## config.mk

```make
export PLATFORM = sky130hd
export DESIGN_NAME = fm_dual_timer
export DESIGN_NICKNAME = d
export VERILOG_FILES = /design/src/rtl/fmt_pkg.sv /design/src/rtl/fmt_counter.sv /design/src/rtl/fmt_ctrl.sv /design/src/rtl/fmt_datapath.sv /design/src/rtl/fm_dual_timer.sv
export SDC_FILE = /design/constraint.sdc
export NUM_CORES = 1
export LEC_CHECK = 0
export ABC_AREA = 1
export BUFFER_PORTS_ARGS = -buffer_cell sky130_fd_sc_hd__buf_4
export CAP_MARGIN = 20
export CORE_MARGIN = 1.5
export CORE_UTILIZATION = 43
export CTS_BUF_LIST = sky130_fd_sc_hd__clkbuf_4 sky130_fd_sc_hd__clkbuf_8
export DETAILED_ROUTE_END_ITERATION = 7
export PLACE_DENSITY = 0.56
export SYNTH_ARGS = -nofsm -noshare
export SYNTH_HDL_FRONTEND = slang
export SYNTH_HIERARCHICAL = 1
export SYNTH_SLANG_ARGS = --single-unit
```

## constraint.sdc

```tcl
create_clock -name clk -period 3 [get_ports clk]
set_clock_uncertainty 0.2 [all_clocks]
set_input_delay 0.3 -clock clk [delete_from_list [all_inputs] [get_ports clk]]
set_output_delay 0.3 -clock clk [all_outputs]
set_load 0.1 [all_outputs]
```

## src/rtl/fmt_pkg.sv

```systemverilog
package fmt_pkg;
  localparam logic [1:0] ADDR_A_LO = 2'd0;
  localparam logic [1:0] ADDR_A_HI = 2'd1;
  localparam logic [1:0] ADDR_B    = 2'd2;
  localparam logic [1:0] ADDR_CTRL = 2'd3;

  localparam int BIT_RUN_A  = 0;
  localparam int BIT_RUN_B  = 1;
  localparam int BIT_MASK_A = 2;
  localparam int BIT_MASK_B = 3;
  localparam int BIT_CLEAR  = 7;

  typedef struct packed {
    logic startA;
    logic startB;
    logic clrFlags;
  } fmtStrobes_t;
endpackage

```

## src/rtl/fmt_counter.sv

```systemverilog
module fmt_counter #(
  parameter int W = 11
) (
  input  logic         clk,
  input  logic         rstN,
  input  logic         start,
  input  logic         run,
  input  logic         step,
  input  logic [W-1:0] firstLen,
  input  logic [W-1:0] fullLen,
  output logic         hit
);
  logic [W-1:0] cnt;
  logic instant;
  logic wrapHit;

  always_comb begin
    instant = start && (firstLen == '0);
    wrapHit = run && !start && step && (cnt == W'(1));
    hit     = instant || wrapHit;
  end

  always_ff @(posedge clk) begin
    if (!rstN) begin
      cnt <= '0;
    end else if (start) begin
      cnt <= instant ? fullLen : firstLen;
    end else if (run && step) begin
      cnt <= (cnt == W'(1)) ? fullLen : cnt - W'(1);
    end
  end
endmodule

```

## src/rtl/fmt_ctrl.sv

```systemverilog
module fmt_ctrl
  import fmt_pkg::*;
#(
  parameter int A_BITS = 10,
  parameter int B_BITS = 8
) (
  input  logic              clk,
  input  logic              rstN,
  input  logic              wrEn,
  input  logic [1:0]        wrAddr,
  input  logic [7:0]        wrData,
  output fmtStrobes_t       stb,
  output logic              runA,
  output logic              runB,
  output logic              maskA,
  output logic              maskB,
  output logic [A_BITS-1:0] reloadA,
  output logic [B_BITS-1:0] reloadB
);
  localparam int A_HI = A_BITS - 8;

  logic ctrlWr;
  logic cfgWr;

  always_comb begin
    ctrlWr       = wrEn && (wrAddr == ADDR_CTRL);
    cfgWr        = ctrlWr && !wrData[BIT_CLEAR];
    stb.clrFlags = ctrlWr && wrData[BIT_CLEAR];
    stb.startA   = cfgWr && wrData[BIT_RUN_A] && !runA;
    stb.startB   = cfgWr && wrData[BIT_RUN_B] && !runB;
  end

  always_ff @(posedge clk) begin
    if (!rstN) begin
      runA    <= 1'b0;
      runB    <= 1'b0;
      maskA   <= 1'b0;
      maskB   <= 1'b0;
      reloadA <= '0;
      reloadB <= '0;
    end else begin
      if (cfgWr) begin
        runA  <= wrData[BIT_RUN_A];
        runB  <= wrData[BIT_RUN_B];
        maskA <= wrData[BIT_MASK_A];
        maskB <= wrData[BIT_MASK_B];
      end
      if (wrEn && wrAddr == ADDR_A_LO) reloadA[7:0] <= wrData;
      if (wrEn && wrAddr == ADDR_A_HI) reloadA[A_BITS-1:8] <= wrData[A_HI-1:0];
      if (wrEn && wrAddr == ADDR_B)    reloadB <= wrData[B_BITS-1:0];
    end
  end
endmodule

```

## src/rtl/fmt_datapath.sv

```systemverilog
module fmt_datapath
  import fmt_pkg::*;
#(
  parameter int A_BITS   = 10,
  parameter int B_BITS   = 8,
  parameter int PRE_BITS = 4
) (
  input  logic                clk,
  input  logic                rstN,
  input  logic                tickEn,
  input  logic                newMode,
  input  fmtStrobes_t         stb,
  input  logic                runA,
  input  logic                runB,
  input  logic [A_BITS-1:0]   reloadA,
  input  logic [B_BITS-1:0]   reloadB,
  output logic                flagA,
  output logic                flagB,
  output logic                hitA,
  output logic                hitB,
  output logic [PRE_BITS-1:0] preVal
);
  localparam int AW = A_BITS + 1;
  localparam int BW = B_BITS + 1;

  logic [AW-1:0] fullA, firstA;
  logic [BW-1:0] fullB, firstB;
  logic stepB;

  always_comb begin
    fullA  = AW'(1 << A_BITS) - AW'(reloadA);
    fullB  = BW'(1 << B_BITS) - BW'(reloadB);
    firstA = newMode ? fullA - AW'(1) : fullA;
    firstB = newMode ? fullB - BW'(1) : fullB;
    stepB  = tickEn && (preVal == '1);
  end

  always_ff @(posedge clk) begin
    if (!rstN) begin
      preVal <= '0;
    end else if (tickEn) begin
      preVal <= preVal + PRE_BITS'(1);
    end
  end

  fmt_counter #(.W(AW)) u_cntA (
    .clk(clk), .rstN(rstN), .start(stb.startA), .run(runA), .step(tickEn),
    .firstLen(firstA), .fullLen(fullA), .hit(hitA)
  );

  fmt_counter #(.W(BW)) u_cntB (
    .clk(clk), .rstN(rstN), .start(stb.startB), .run(runB), .step(stepB),
    .firstLen(firstB), .fullLen(fullB), .hit(hitB)
  );

  always_ff @(posedge clk) begin
    if (!rstN) begin
      flagA <= 1'b0;
      flagB <= 1'b0;
    end else begin
      flagA <= hitA || (flagA && !stb.clrFlags);
      flagB <= hitB || (flagB && !stb.clrFlags);
    end
  end
endmodule

```

## src/rtl/fm_dual_timer.sv

```systemverilog
module fm_dual_timer
  import fmt_pkg::*;
#(
  parameter int A_BITS   = 10,
  parameter int B_BITS   = 8,
  parameter int PRE_BITS = 4
) (
  input  logic       clk,
  input  logic       rstN,
  input  logic       tickEn,
  input  logic       newMode,
  input  logic       wrEn,
  input  logic [1:0] wrAddr,
  input  logic [7:0] wrData,
  output logic       expA,
  output logic       expB,
  output logic       irq
);
  fmtStrobes_t         ctrlStb;
  logic                runA, runB, maskA, maskB;
  logic [A_BITS-1:0]   reloadA;
  logic [B_BITS-1:0]   reloadB;
  logic                hitA, hitB;
  logic [PRE_BITS-1:0] preVal;

  fmt_ctrl #(.A_BITS(A_BITS), .B_BITS(B_BITS)) u_ctrl (
    .clk(clk), .rstN(rstN), .wrEn(wrEn), .wrAddr(wrAddr), .wrData(wrData),
    .stb(ctrlStb), .runA(runA), .runB(runB), .maskA(maskA), .maskB(maskB),
    .reloadA(reloadA), .reloadB(reloadB)
  );

  fmt_datapath #(.A_BITS(A_BITS), .B_BITS(B_BITS), .PRE_BITS(PRE_BITS)) u_dp (
    .clk(clk), .rstN(rstN), .tickEn(tickEn), .newMode(newMode), .stb(ctrlStb),
    .runA(runA), .runB(runB), .reloadA(reloadA), .reloadB(reloadB),
    .flagA(expA), .flagB(expB), .hitA(hitA), .hitB(hitB), .preVal(preVal)
  );

  assign irq = (expA && !maskA) || (expB && !maskB);
endmodule

```

## Word level (Yosys, flattened, before mapping)

Cells that the tools add are included.
W data, S select, Z words.

- Flip-flop bits (word level): 48

- Mux-type cells: 10
- Eq/ne operators: 6
- Reduce and logical (&&, ||, !) cells: 43
- $add $sub $neg: 7

Operator list:

| operator | count |
|---|---|
| $mux W11 | 5 |
| $mux W9 | 5 |
| $logic_and A1 B1 Y1 | 25 |
| $sub A11 B1 Y11 const B | 2 |
| $sub A9 B1 Y9 const B | 2 |
| $eq A11 B1 Y1 const B | 1 |
| $logic_not A11 Y1 | 1 |
| $sub A11 B10 Y11 const A | 1 |
| $eq A9 B1 Y1 const B | 1 |
| $logic_not A9 Y1 | 1 |
| $sub A9 B8 Y9 const A | 1 |
| $logic_not A1 Y1 | 8 |
| $logic_or A1 B1 Y1 | 5 |
| $add A4 B1 Y4 const B | 1 |
| $eq A2 B2 Y1 const B | 2 |
| $eq A4 B4 Y1 const B | 1 |
| $reduce_bool A2 Y1 | 2 |
| $eq A2 B1 Y1 const B | 1 |
| $logic_not A2 Y1 | 1 |

## Depth between registers and ports, before layout

- Word-level depth: 11
- Mapped depth: 21
- Gate-level depth less buffers: 21

## Cells and area by module

Netlist, hierarchy kept.

Modules (own cells, without submodules):

| module | cells each | area each (sq um) | seq. area each (sq um) | instances |
|---|---|---|---|---|
| fmt_counter at u_dp.u_cntA | 223 | 1239.9 | 220.2 | 1 |
| fmt_datapath | 215 | 1169.9 | 120.1 | 1 |
| fmt_counter at u_dp.u_cntB | 168 | 960.9 | 180.2 | 1 |
| fmt_ctrl | 106 | 813.3 | 440.4 | 1 |
| fm_dual_timer | 5 | 18.8 | 0.0 | 1 |

## Worst setup path before layout

Ideal clock, no wire load.

- Kind: reg2reg
- Start: reg u_ctrl.reloadB[0]
- End: reg u_dp.u_cntB.cnt[7]
- Cell stages (with the launch flop): 15
- Arrival: 2136 ps
- Period minus slack after synthesis: 2455 ps
- Path slack: 545 ps
- Setup time: 119 ps
- Required time: 2681 ps
- Buffers on the path: 0
- Path through: dfxtp_1 > inv_1 > ha_1 > nand3b_1 > nor2_1 > nand2_1 > nor2_2 > xnor2_1 > nor2_1 > nand2_1 > nor2_2 > nand2_1 > nand3_1 > nor2b_1 > a21oi_1

- Cells in the longest elaborated chain, start to end: 7
- Elaborated cells on any way between the ends: 9

Ends and longest elaborated chain:

| what | RTL line | source |
|---|---|---|
| start: declaration | fmt_ctrl.sv:18 | `output logic [B_BITS-1:0] reloadB` |
| start signal: assignment | fmt_ctrl.sv:50 | `if (wrEn && wrAddr == ADDR_B) reloadB <= wrData[B_BITS-1:0];` |
| $sub A9 B8 Y9 | fmt_datapath.sv:32 | `fullB = BW'(1 << B_BITS) - BW'(reloadB);` |
| via u_dp.fullB[1] | fmt_datapath.sv:27 | `logic [BW-1:0] fullB, firstB;` |
| $sub A9 B1 Y9 | fmt_datapath.sv:34 | `firstB = newMode ? fullB - BW'(1) : fullB;` |
| $mux W9 | fmt_datapath.sv:34 |  |
| via u_dp.firstB[5] | fmt_datapath.sv:27 |  |
| $logic_not A9 Y1 | fmt_counter.sv:18 | `instant = start && (firstLen == '0);` |
| $logic_and A1 B1 Y1 | fmt_counter.sv:18 |  |
| $mux W9 | fmt_counter.sv:27 | `cnt <= instant ? fullLen : firstLen;` |
| $mux W9 | fmt_counter.sv:26 | `end else if (start) begin` |
| end signal: assignment | fmt_counter.sv:27 |  |
| end signal: assignment | fmt_counter.sv:29 | `cnt <= (cnt == W'(1)) ? fullLen : cnt - W'(1);` |
| end: declaration | fmt_counter.sv:13 | `logic [W-1:0] cnt;` |

The timed path passes the listed nets, and every way through them passes these cells. The select of a mux whose other input is x is not followed.
A chain may end at the register's enable or synchronous reset.

## Final worst setup path

- Start: reg u_ctrl.reloadB[0]
- End: reg u_dp.u_cntB.cnt[7]

- Cells in the longest elaborated chain, start to end: 7
- Elaborated cells on any way between the ends: 9

Ends and longest elaborated chain:

| what | RTL line |
|---|---|
| $sub A9 B8 Y9 (*) | fmt_datapath.sv:32 |
| via u_dp.fullB[1] | fmt_datapath.sv:27 |
| $sub A9 B1 Y9 (*) | fmt_datapath.sv:34 |
| $mux W9 (*) | fmt_datapath.sv:34 |
| via u_dp.firstB[7] | fmt_datapath.sv:27 |
| $logic_not A9 Y1 | fmt_counter.sv:18 |
| $logic_and A1 B1 Y1 | fmt_counter.sv:18 |
| $mux W9 (*) | fmt_counter.sv:27 |
| $mux W9 (*) | fmt_counter.sv:26 |

The timed path passes the listed nets; every way through them passes the cells marked *. The select of a mux whose other input is x is not followed.

==> results.yml <==
outcome:
  status: "finished clean"
place:
  dpl.hpwl_um: 8500
  gp_congestion: 0.831
  dp_slack_ns: 0.240
  numPortBuffers: 17
sta:
  fmax_ghz: 0.375
  hold_viol_final: 0
  final.min_clock_period_ns: 2.67
  slew_viol_final: 0
  worst_slack_ns: 0.333
  setup_tns_ns: 0
  rsz0062_at_grt: "no"
  period_share: 0.889
  worstMarginPinSlew_ns: 0.513
  setup_viol: 0
  relSlewSlack: 0.657
drt:
  dr.pass1.iters: 4
  drcViolationCount: 0
  antenna_left: 0
  wl_per_cell_um: 12.1
  wl_um: 10500
  drt-initial-drc-count: 148
  routed-via-count: 4240
  via_per_inst: 4.90
global_route:
  grt_pass1_wl_um: 18500
  grt_antenna_before_repair: 0
  grt_max_degree: 37
  globalRoute.totalOverflow: 0
  grt_pass1_vias: 4099
  track_usage: 0.222
layout:
  nFillCells: 1021
  final_layout_size_suffix_gt1_frac: 0.160
  finalNetCount: 758
  seq_area_um2: 962
  antenna_cells: 0
  multi_input_area_um2: 2740
  area_growth_pct: 9.14
logic_synthesis:
  syn_area_per_cell_um2: 5.86
  yosysSeqAreaShare: 0.229
  syn_nets: 739
  synth_area_leaders: "dfxtp_1, nand2_1, nor2_1"
  netlist_instances: 717
  synth_top_area_frac: 0.229
  yosys.area.top_type: "dfxtp_1"
  ys_seq_elements: 48
  ys.warnings.count: 6
  synth.distinct_cells: 35
  syn_area_um2: 4200
pwr:
  p_leak_nw: 2.26
  power_density_nw_per_um2: 384
  vdd.ir_drop.worst_mv: 0.177
worst_hold_path:
  min-delay-start: "wrData[4]"
  hold_path_class: "primary input to flop"
floorplan:
  ios: 18
  die-height_um: 102
  core_um2: 9370
  start_util: 0.448
  dieWidth_um: 102
  die-area_um2: 10400
  rows: 35
cts:
  cts_buffer_depth: 2
  cts_buffers: 5
  cts_setup_buffers: 0
  cts_tree: "yes"
  root_buffer: "clkbuf_8"
  clock_latency_ns: 0.31
  clock-sinks: 48
  cts_max_level: 2
  path_clk_slew_ns: 0.09
setup_path:
  slowest_delay_ns: 0.38
  crit_required_ns: 3.00
  start_kind: "flop"
  r2r_start: "u_ctrl/reloadB[0]"
  arrival_ns: 2.67
  end_kind: "flop"
  cp_cell_sequence: "inv_1, ha_1, nand3b_1, nor2_1, nand2_1, nor2_2, nand3_2, xnor2_1, nor2_1, nand2_2, inv_2, nand2_1, nand3_1, nor2b_1, a21oi_1"
  critPathMaxFanout: 9
  crit_slowest_cell: "dfxtp_2"
  path_class: "flop to flop"
  worstSetupStartpoint: "u_ctrl/reloadB[0]"
run:
  maxCapViolCount: 0
## metrics by stage
stage	util	area (µm²)	cells	hold WS, ns	total power [mW]
after floorplan	-	4200	717	0.198	1.16
after global placement	0.476	4460	858	0.257	1.29
after detailed placement	0.476	4460	858	0.272	1.29
after CTS	0.488	4570	866	0.0458	1.78
after global routing	0.489	4590	866	0.0618	1.90
final	0.489	4590	866	0.0593	1.76
## cells in the mapped netlist (all sizes together)
master	number
nand3	74
nand3b	7
o22ai	2
nor3	2
a21oi	24
nor2b	1
or2	1
clkbuf	2
inv	122
ha	7
o21bai	7
xor2	9
o21ai	47
dfxtp	48
xnor2	3
nor2	154
nand4	10
buf	6
nand2	191
## layer usage
metal	vias up	wire length, µm	track usage
met4	0	187	0.0643
met5	-	0	0
met2	45	5130	0.401
met3	14	211	0.0219
li1	2281	-	-
met1	1900	4950	0.280
## what timing repair did
item,4_1_cts,5_1_grt
hold buffers,0,0
resized for setup,0,4
setup endpoints to repair,0,12
## power by group
part           switching [mW]  total [mW]  internal, mW
sequential             0.0255       0.686         0.660
combinational           0.393       0.595         0.202
clock                   0.231       0.479         0.247
## cell type report
class	count	share of cell area
flip-flops and latches	48	0.210
well taps	129	0.0352
clock buffers	5	0.0150
inverters	122	0.100
multi-input cells	539	0.598
repair buffers	20	0.0327
clock inverters	3	0.00927
## placed cells by master, fill, tap and decap left out, types with 9 or more instances in the layout
cell type  Yosys  routed
inv_1        106     106
o21ai_0       37      37
nor2_4        12      13
nand4_1        9       9
nand2_1      163     163
a21oi_1       20      20
dfxtp_1       48      47
inv_2         15      15
nand2_2       23      23
nor2_1       125     124
nor2_2        16      16
nand3_1       67      67
o21ai_1       10      10
buf_4          3      20
## critical path: cells and delay by family (launching register included)
family / cells / cell delay, ns
AOI/OAI and AO/OA: 1 / 0.06
xor gates and xnor gates: 1 / 0.16
adders and majority gates: 1 / 0.36
buffers and inverters: 2 / 0.24
DFF: 1 / 0.38
and+or+nand+nor: 10 / 1.16
## sequential cells by signal, summed over array words and instances (netlist names)
register	cells
u_ctrl/maskA	1
u_ctrl/maskB	1
u_ctrl/reloadA	10
u_ctrl/reloadB	8
u_ctrl/runA	1
u_ctrl/runB	1
u_dp/flagA	1
u_dp/flagB	1
u_dp/preVal	4
u_dp/u_cntA/cnt	11
u_dp/u_cntB/cnt	9
## logic make-up (layout without fill, tap and decap cells)
group,count (synthesis),after routing,synth area share
XOR/XNOR,12,12,0.0268
AND/OR/NAND/NOR,440,440,0.498
flip-flops,48,48,0.229
buffers and inverters,130,150,0.122
AO/OA/AOI/OAI,80,80,0.104
adder cells (fa/ha/maj),7,7,0.0208
## path summary, 6_finish.rpt
check / to / slack, ns / depth (start not counted)
setup / recovery: u_dp/u_cntB/cnt[7] / 0.33 / 15
hold / removal: u_ctrl/reloadB[4] / 0.06 / 3
setup reg to reg: u_dp/u_cntB/cnt[7] / 0.33 / 15
hold reg to reg: u_ctrl/reloadA[9] / 0.28 / 2
Note: power is estimated with default switching activity, not from simulation.
